===== src/rtl/vic_pkg.sv =====
package vic_pkg;
    localparam int LINES     = 32;
    localparam int SLOTS     = 16;
    localparam int DATA_W    = 32;
    localparam int WADDR_W   = 10;

    localparam logic [WADDR_W-1:0] W_IRQ_STAT = 10'h000;
    localparam logic [WADDR_W-1:0] W_FIQ_STAT = 10'h001;
    localparam logic [WADDR_W-1:0] W_RAW      = 10'h002;
    localparam logic [WADDR_W-1:0] W_SELECT   = 10'h003;
    localparam logic [WADDR_W-1:0] W_EN_SET   = 10'h004;
    localparam logic [WADDR_W-1:0] W_EN_CLR   = 10'h005;
    localparam logic [WADDR_W-1:0] W_VECTOR   = 10'h00C;
    localparam logic [WADDR_W-1:0] W_DEFAULT  = 10'h00D;
    localparam logic [3:0]         PG_HANDLER = 4'h1;
    localparam logic [3:0]         PG_CTRL    = 4'h2;

    typedef enum logic {
        ST_IDLE,
        ST_SERVICE
    } vec_state_e;
endpackage


===== src/rtl/vic_line_mask.sv =====
module vic_line_mask #(
    parameter int NL = 32
) (
    input  logic          clk,
    input  logic          rst_n,
    input  logic          set_we,
    input  logic          clr_we,
    input  logic          sel_we,
    input  logic [NL-1:0] wdata,
    input  logic [NL-1:0] lines,
    output logic [NL-1:0] en_q,
    output logic [NL-1:0] sel_q,
    output logic [NL-1:0] irq_pend,
    output logic [NL-1:0] fiq_pend,
    output logic          irq_o,
    output logic          fiq_o
);
    always_ff @(posedge clk) begin
        if (!rst_n) begin
            en_q  <= '0;
            sel_q <= '0;
        end else begin
            if (set_we) en_q <= en_q | wdata;
            else if (clr_we) en_q <= en_q & ~wdata;
            if (sel_we) sel_q <= wdata;
        end
    end

    always_comb begin
        irq_pend = lines & en_q & ~sel_q;
        fiq_pend = lines & en_q & sel_q;
        irq_o    = |irq_pend;
        fiq_o    = |fiq_pend;
    end

    a_r2_set_lands: assert property (@(posedge clk) disable iff (!rst_n)
        set_we |=> ((en_q & $past(wdata)) == $past(wdata)));
    a_r2_clear_lands: assert property (@(posedge clk) disable iff (!rst_n)
        clr_we |=> ((en_q & $past(wdata)) == '0));
    a_r3_one_route: assert property (@(posedge clk) disable iff (!rst_n)
        $onehot(lines & en_q) |-> !(irq_o && fiq_o));
endmodule


===== src/rtl/vic_slot_bank.sv =====
module vic_slot_bank #(
    parameter int NS = 16,
    parameter int NL = 32,
    parameter int DW = 32,
    localparam int SW = $clog2(NS),
    localparam int LW = $clog2(NL)
) (
    input  logic          clk,
    input  logic          rst_n,
    input  logic          hnd_we,
    input  logic          ctl_we,
    input  logic [SW-1:0] wr_idx,
    input  logic [DW-1:0] wdata,
    input  logic [SW-1:0] rd_idx,
    output logic [DW-1:0] rd_handler,
    output logic [DW-1:0] rd_ctrl,
    input  logic [NL-1:0] pend,
    output logic          hit,
    output logic [SW-1:0] hit_idx,
    input  logic [SW-1:0] pres_idx,
    output logic [DW-1:0] pres_handler
);
    logic [DW-1:0] handler_q [NS];
    logic [LW-1:0] src_q     [NS];
    logic [NS-1:0] slot_en_q;

    for (genvar g = 0; g < NS; g++) begin : g_slot
        always_ff @(posedge clk) begin
            if (!rst_n) begin
                handler_q[g]    <= '0;
                src_q[g]        <= '0;
                slot_en_q[g]    <= 1'b0;
            end else begin
                if (hnd_we && wr_idx == SW'(g)) handler_q[g] <= wdata;
                if (ctl_we && wr_idx == SW'(g)) begin
                    src_q[g]     <= wdata[LW-1:0];
                    slot_en_q[g] <= wdata[LW];
                end
            end
        end
    end

    always_comb begin
        hit     = 1'b0;
        hit_idx = '0;
        for (int i = NS - 1; i >= 0; i--) begin
            if (slot_en_q[i] && pend[src_q[i]]) begin
                hit     = 1'b1;
                hit_idx = i[SW-1:0];
            end
        end
    end

    always_comb begin
        rd_handler   = handler_q[rd_idx];
        rd_ctrl      = '0;
        rd_ctrl[LW:0] = {slot_en_q[rd_idx], src_q[rd_idx]};
        pres_handler = handler_q[pres_idx];
    end

    a_r6_hit_is_live: assert property (@(posedge clk) disable iff (!rst_n)
        hit |-> (slot_en_q[hit_idx] && pend[src_q[hit_idx]]));
endmodule


===== src/rtl/vic_vector_fsm.sv =====
module vic_vector_fsm
    import vic_pkg::*;
#(
    parameter int NS = 16,
    localparam int SW = $clog2(NS)
) (
    input  logic          clk,
    input  logic          rst_n,
    input  logic          vec_rd,
    input  logic          vec_ack,
    input  logic          hit,
    input  logic [SW-1:0] hit_idx,
    output logic          pres_valid,
    output logic [SW-1:0] pres_idx
);
    vec_state_e    state_q, state_d;
    logic [SW-1:0] cur_q, cur_d;
    logic          preempt;

    assign preempt = hit && (hit_idx < cur_q);

    always_comb begin
        state_d = state_q;
        cur_d   = cur_q;
        unique case (state_q)
            ST_IDLE: begin
                if (vec_rd && hit) begin
                    state_d = ST_SERVICE;
                    cur_d   = hit_idx;
                end
            end
            ST_SERVICE: begin
                if (vec_ack) state_d = ST_IDLE;
                else if (vec_rd && preempt) cur_d = hit_idx;
            end
        endcase
    end

    always_ff @(posedge clk) begin
        if (!rst_n) begin
            state_q <= ST_IDLE;
            cur_q   <= '0;
        end else begin
            state_q <= state_d;
            cur_q   <= cur_d;
        end
    end

    always_comb begin
        pres_valid = 1'b0;
        pres_idx   = '0;
        unique case (state_q)
            ST_IDLE: begin
                pres_valid = hit;
                pres_idx   = hit_idx;
            end
            ST_SERVICE: begin
                pres_valid = 1'b1;
                pres_idx   = preempt ? hit_idx : cur_q;
            end
        endcase
    end

    a_r10_ack_idles: assert property (@(posedge clk) disable iff (!rst_n)
        vec_ack |=> (state_q == ST_IDLE));
    a_r8_hold_slot: assert property (@(posedge clk) disable iff (!rst_n)
        (state_q == ST_SERVICE && !vec_ack && !(vec_rd && preempt)) |=>
        (state_q == ST_SERVICE && $stable(cur_q)));
    a_r9_preempt_takes: assert property (@(posedge clk) disable iff (!rst_n)
        (state_q == ST_SERVICE && vec_rd && preempt) |=> (cur_q == $past(hit_idx)));
endmodule


===== src/rtl/vic_ctrl.sv =====
module vic_ctrl
    import vic_pkg::*;
#(
    parameter int NUM_LINES = LINES,
    parameter int NUM_SLOTS = SLOTS,
    localparam int SW = $clog2(NUM_SLOTS)
) (
    input  logic                 clk,
    input  logic                 rst_n,
    input  logic                 bus_sel,
    input  logic                 bus_wr,
    input  logic [WADDR_W-1:0]   bus_waddr,
    input  logic [DATA_W-1:0]    bus_wdata,
    output logic [DATA_W-1:0]    bus_rdata,
    input  logic [NUM_LINES-1:0] irq_lines,
    output logic                 irq_o,
    output logic                 fiq_o
);
    logic wr, rd;
    logic slot_ok, is_hnd, is_ctl;
    logic [NUM_LINES-1:0] en_q, sel_q, irq_pend, fiq_pend;
    logic [DATA_W-1:0] default_q, rd_handler, rd_ctrl, pres_handler;
    logic hit, pres_valid;
    logic [SW-1:0] hit_idx, pres_idx, slot_idx;

    assign wr       = bus_sel && bus_wr;
    assign rd       = bus_sel && !bus_wr;
    assign slot_ok  = bus_waddr[5:0] < 6'(NUM_SLOTS);
    assign is_hnd   = (bus_waddr[9:6] == PG_HANDLER) && slot_ok;
    assign is_ctl   = (bus_waddr[9:6] == PG_CTRL) && slot_ok;
    assign slot_idx = bus_waddr[SW-1:0];

    vic_line_mask #(.NL(NUM_LINES)) u_mask (
        .clk(clk), .rst_n(rst_n),
        .set_we(wr && bus_waddr == W_EN_SET),
        .clr_we(wr && bus_waddr == W_EN_CLR),
        .sel_we(wr && bus_waddr == W_SELECT),
        .wdata(bus_wdata[NUM_LINES-1:0]), .lines(irq_lines),
        .en_q(en_q), .sel_q(sel_q), .irq_pend(irq_pend), .fiq_pend(fiq_pend),
        .irq_o(irq_o), .fiq_o(fiq_o)
    );

    vic_slot_bank #(.NS(NUM_SLOTS), .NL(NUM_LINES), .DW(DATA_W)) u_slots (
        .clk(clk), .rst_n(rst_n),
        .hnd_we(wr && is_hnd), .ctl_we(wr && is_ctl),
        .wr_idx(slot_idx), .wdata(bus_wdata),
        .rd_idx(slot_idx), .rd_handler(rd_handler), .rd_ctrl(rd_ctrl),
        .pend(irq_pend), .hit(hit), .hit_idx(hit_idx),
        .pres_idx(pres_idx), .pres_handler(pres_handler)
    );

    vic_vector_fsm #(.NS(NUM_SLOTS)) u_fsm (
        .clk(clk), .rst_n(rst_n),
        .vec_rd(rd && bus_waddr == W_VECTOR),
        .vec_ack(wr && bus_waddr == W_VECTOR),
        .hit(hit), .hit_idx(hit_idx),
        .pres_valid(pres_valid), .pres_idx(pres_idx)
    );

    always_ff @(posedge clk) begin
        if (!rst_n) default_q <= '0;
        else if (wr && bus_waddr == W_DEFAULT) default_q <= bus_wdata;
    end

    always_comb begin
        bus_rdata = '0;
        if (rd) begin
            if (is_hnd) bus_rdata = rd_handler;
            else if (is_ctl) bus_rdata = rd_ctrl;
            else begin
                unique case (bus_waddr)
                    W_IRQ_STAT: bus_rdata = DATA_W'(irq_pend);
                    W_FIQ_STAT: bus_rdata = DATA_W'(fiq_pend);
                    W_RAW:      bus_rdata = DATA_W'(irq_lines);
                    W_SELECT:   bus_rdata = DATA_W'(sel_q);
                    W_EN_SET:   bus_rdata = DATA_W'(en_q);
                    W_VECTOR:   bus_rdata = pres_valid ? pres_handler : default_q;
                    W_DEFAULT:  bus_rdata = default_q;
                    default:    bus_rdata = '0;
                endcase
            end
        end
    end

    a_r7_default_when_no_hit: assert property (@(posedge clk) disable iff (!rst_n)
        (rd && bus_waddr == W_VECTOR && !pres_valid) |-> (bus_rdata == default_q));
endmodule


===== config.mk =====
export PLATFORM = sky130hd
export DESIGN_NAME = vic_ctrl
export DESIGN_NICKNAME = d
export VERILOG_FILES = /design/src/rtl/vic_pkg.sv /design/src/rtl/vic_line_mask.sv /design/src/rtl/vic_slot_bank.sv /design/src/rtl/vic_vector_fsm.sv /design/src/rtl/vic_ctrl.sv
export SDC_FILE = /design/constraint.sdc
export NUM_CORES = 2
export LEC_CHECK = 0
export ABC_AREA = 1
export BUFFER_PORTS_ARGS = -buffer_cell sky130_fd_sc_hd__clkbuf_2
export CAP_MARGIN = 20
export CORE_MARGIN = 8
export CORE_UTILIZATION = 55
export DETAILED_ROUTE_END_ITERATION = 6
export MAX_ROUTING_LAYER = met4
export PLACE_DENSITY_LB_ADDON = 0.12
export SYNTH_ARGS = -nofsm -noshare
export SYNTH_HDL_FRONTEND = slang
export SYNTH_SLANG_ARGS = --single-unit

===== constraint.sdc =====
create_clock -name clk -period 6.6 [get_ports clk]
set_clock_uncertainty 0.05 [all_clocks]
set_input_delay 0.33 -clock clk [delete_from_list [all_inputs] [get_ports clk]]
set_output_delay 0.33 -clock clk [all_outputs]
set_load 0.03 [all_outputs]

==> results.md <==
- Outcome: finished, violations left
- Failing checks: DRC
- PortBufs: 111
- CTS clk-pin slew, worst paths: 0.06 ns
- Detailed router's first-iteration violation count: 8632
- Storage element area: 20100 sq um
- Antenna Violating Nets Remaining: 0
- Area growth, synth to finish: 12.6%
- Kind of critical path: reg2out
- Final setup vio count: 0
- Asr flop ratio synth: 0%
- CP bufs+invs: 6
- Vias in the first global route: 40.1k
- Clk sink count: 709
- Synth top area cells: edfxtp_1, nand3_1, nand2_1
- WL met2: 81.0 mm
- Nets: 5362
- Hold crit path type: in2reg
- CTS tree: done
- Chip Width: 291 um
- Core Area: 75400 sq um
- Setup ws final: 0.0923 ns
- Root buffer cell: clkbuf_16
- Syn_nets: 5383
- First-pass DRT Iterations: 7
- Vias: 44.4k
- Seq/Total Area, Yosys: 48.3%
- Slowest Stage Delay on Critical Path: 0.51 ns
- Peak supply drop: 0.214 mV
- Yosys warning total: 0
- CP Max Fanout: 18
- Total grt overflow: 0
- CP dominant cell by count: nand2_1
- Die area: 84700 sq um
- WL per Instance: 30.2 um
- DR vias/cell: 7.02
- Family with the most delay on the worst path: simple AND/OR/NAND/NOR gates
- Final period util: 98.6%
- Number of synthesized flops with an enable pin: 592
- Total Routing Usage GR: 43.4%
- Pre-CTS WS: 0.500 ns
- Fmax: 154 MHz
- Largest net degree at the start of global routing: 94
- Top post-synthesis cells by count: nand3_1, nand2_1, nor2_1
- Synthesized area per cell: 7.85 sq um
- CP arrival: 6.13 ns
- Initial Util: 55.2%
- Highest Signal Layer: met4
- Static Leak: 17.5 nW
- First-pass GRT wire length: 268 mm
- Synth Cell Area: 41600 sq um
- Final hold vios: 0
- Final slew viol count: 0
- Met1 WL: 65.5 mm
- Synth Instances: 5302
- Layout cell share with drive strength beyond 1: 10.5%
- # IOs: 112
- MaxCap Viol Count: 0
- Fin crit period: 6.51 ns
- Pwr Total: 10.5 mW
- Routed wire length: 191 mm
- Slew HR: 16.4%
- CTS Buffer Depth: 3
- Htree depth: 3
- Synth Register Bits: 709
- Pwr/cell area: 224 nW/um^2
- Actual slew at the worst max-slew pin: 1.25 ns
- Worst path slowest cell: o21ai_0
- Worst skew pair latency: 0.66 ns
- Top FF cell, synth: edfxtp_1
- Initial antenna violation count: 7
- Die span in y: 291 um
- Post-layout util: 62.1%
- Gp weighted congestion: 1.07
- Remaining DRCs: 3
- Total CTS buffers: 80
- Synth area leader: edfxtp_1
- Dpl hpwl: 112 mm
- Critical Path Sink Type: primary output
- Met3 WL: 29.7 mm
- Worst setup SP type: flop
- Synth cell types: 50
- Most frequent cell after synthesis: nand3_1
- Number of cell rows: 101
- CP required: 6.22 ns
- FILL cells: 6694
- Multi-input combinational cell area: 18800 sq um
- Synth top area share: 42.7%
[timing repair]
item | 4_1_cts | 5_1_grt
gates cloned | 1 | 14
pin swaps | 5 | 8
setup buffers | 23 | 18
endpoints found under the hold margin | 70 | 0
endpoints found under the setup margin | 8 | 32
gates resized for setup | 4 | 35
hold buffers | 32 | 0
[worst paths after layout]
check,to,slack [ns],from,cells past startpoint
setup / recovery,bus_rdata[13],0.09,flop,35
hold reg to reg,default_q[29]$_SDFFE_PN0P_,0.42,default_q[29]$_SDFFE_PN0P_,2
setup reg to reg,u_fsm.cur_q[0]$_SDFFE_PN0P_,2.27,flop,23
hold / removal,default_q[0]$_SDFFE_PN0P_,0.09,rst_n,3
[layout by cell type (no fill, tap or decap), drive strengths merged, types with 39 or more instances in the layout]
master  netlist  routed
nand2       812     815
nand4        70      70
inv         283     278
a21oi       338     338
edfxtp      592     592
nor2        697     697
o21ai       532     532
clkinv       36      64
dfxtp       117     117
o22ai       309     309
o211ai       39      39
buf         144     204
nand3       885     885
clkbuf      319     224
[final cells by class]
| class | count | share of cell area, % |
|---|---|---|
| Tap cell | 978 | 2.61 |
| Multi-Input combinational cell | 3814 | 40.1 |
| Timing Repair inverter | 4 | 0.0427 |
| Clock buffer | 107 | 4.62 |
| Sequential cell | 709 | 42.9 |
| Timing Repair Buffer | 353 | 6.41 |
| Antenna cell | 9 | 0.0480 |
| Clock inverter | 34 | 0.638 |
| Inverter | 319 | 2.66 |
[sequential cells by signal, indices dropped and copies added (netlist names), named ones only]
name,count
u_fsm.state_q,1
u_slots.slot_en_q,16
u_slots.src_q,80
u_slots.handler_q,512
u_mask.sel_q,32
default_q,32
u_fsm.cur_q,4
[layer usage]
| metal | global-route usage, % | up-vias |
|---|---|---|
| met1 | 54.6 | 20600 |
| met3 | 11.0 | 864 |
| met5 | - | - |
| met2 | 62.2 | 4213 |
| met4 | 27.5 | 0 |
| li1 | - | 18700 |
[tightest hold or removal path, cell delays in order]
cell,delay (ns)
buf_4,0.24
o21ai_0,0.12
a21oi_1,0.04
[metrics by stage]
| stage | cells | TNS (ns) | hold slack (ns) | area (sq um) |
|---|---|---|---|---|
| 2_1_floorplan | 5302 | 0 | 0.384 | 41600 |
| 5_1_grt | 6323 | -0.200 | 0.101 | 46900 |
| 3_3_place_gp | 6085 | 0 | 0.399 | 43200 |
| 3_5_place_dp | 6089 | 0 | 0.407 | 43300 |
| 4_1_cts | 6286 | 0 | 0.0643 | 46300 |
| 6_report | 6327 | 0 | 0.0888 | 46900 |
[power by group]
group / internal [mW] / switching, mW / leakage (nW)
logic: 0.254 / 0.734 / 9.78
clock network: 2.40 / 1.97 / 1.21
registers: 5.03 / 0.139 / 6.56
total: 7.68 / 2.84 / 17.5
[logic make-up (layout without fill, tap and decap cells)]
| group | count (synthesis) | in the layout | synth area share (%) |
|---|---|---|---|
| compound gates | 1306 | 1306 | 17.6 |
| fa+ha+maj | 3 | 3 | 0.0902 |
| buf+inv | 782 | 817 | 7.66 |
| flops | 709 | 709 | 48.3 |
| other cells | 0 | 9 | 0 |
| simple gates | 2502 | 2505 | 26.3 |
(Power assumes the default switching activity.)
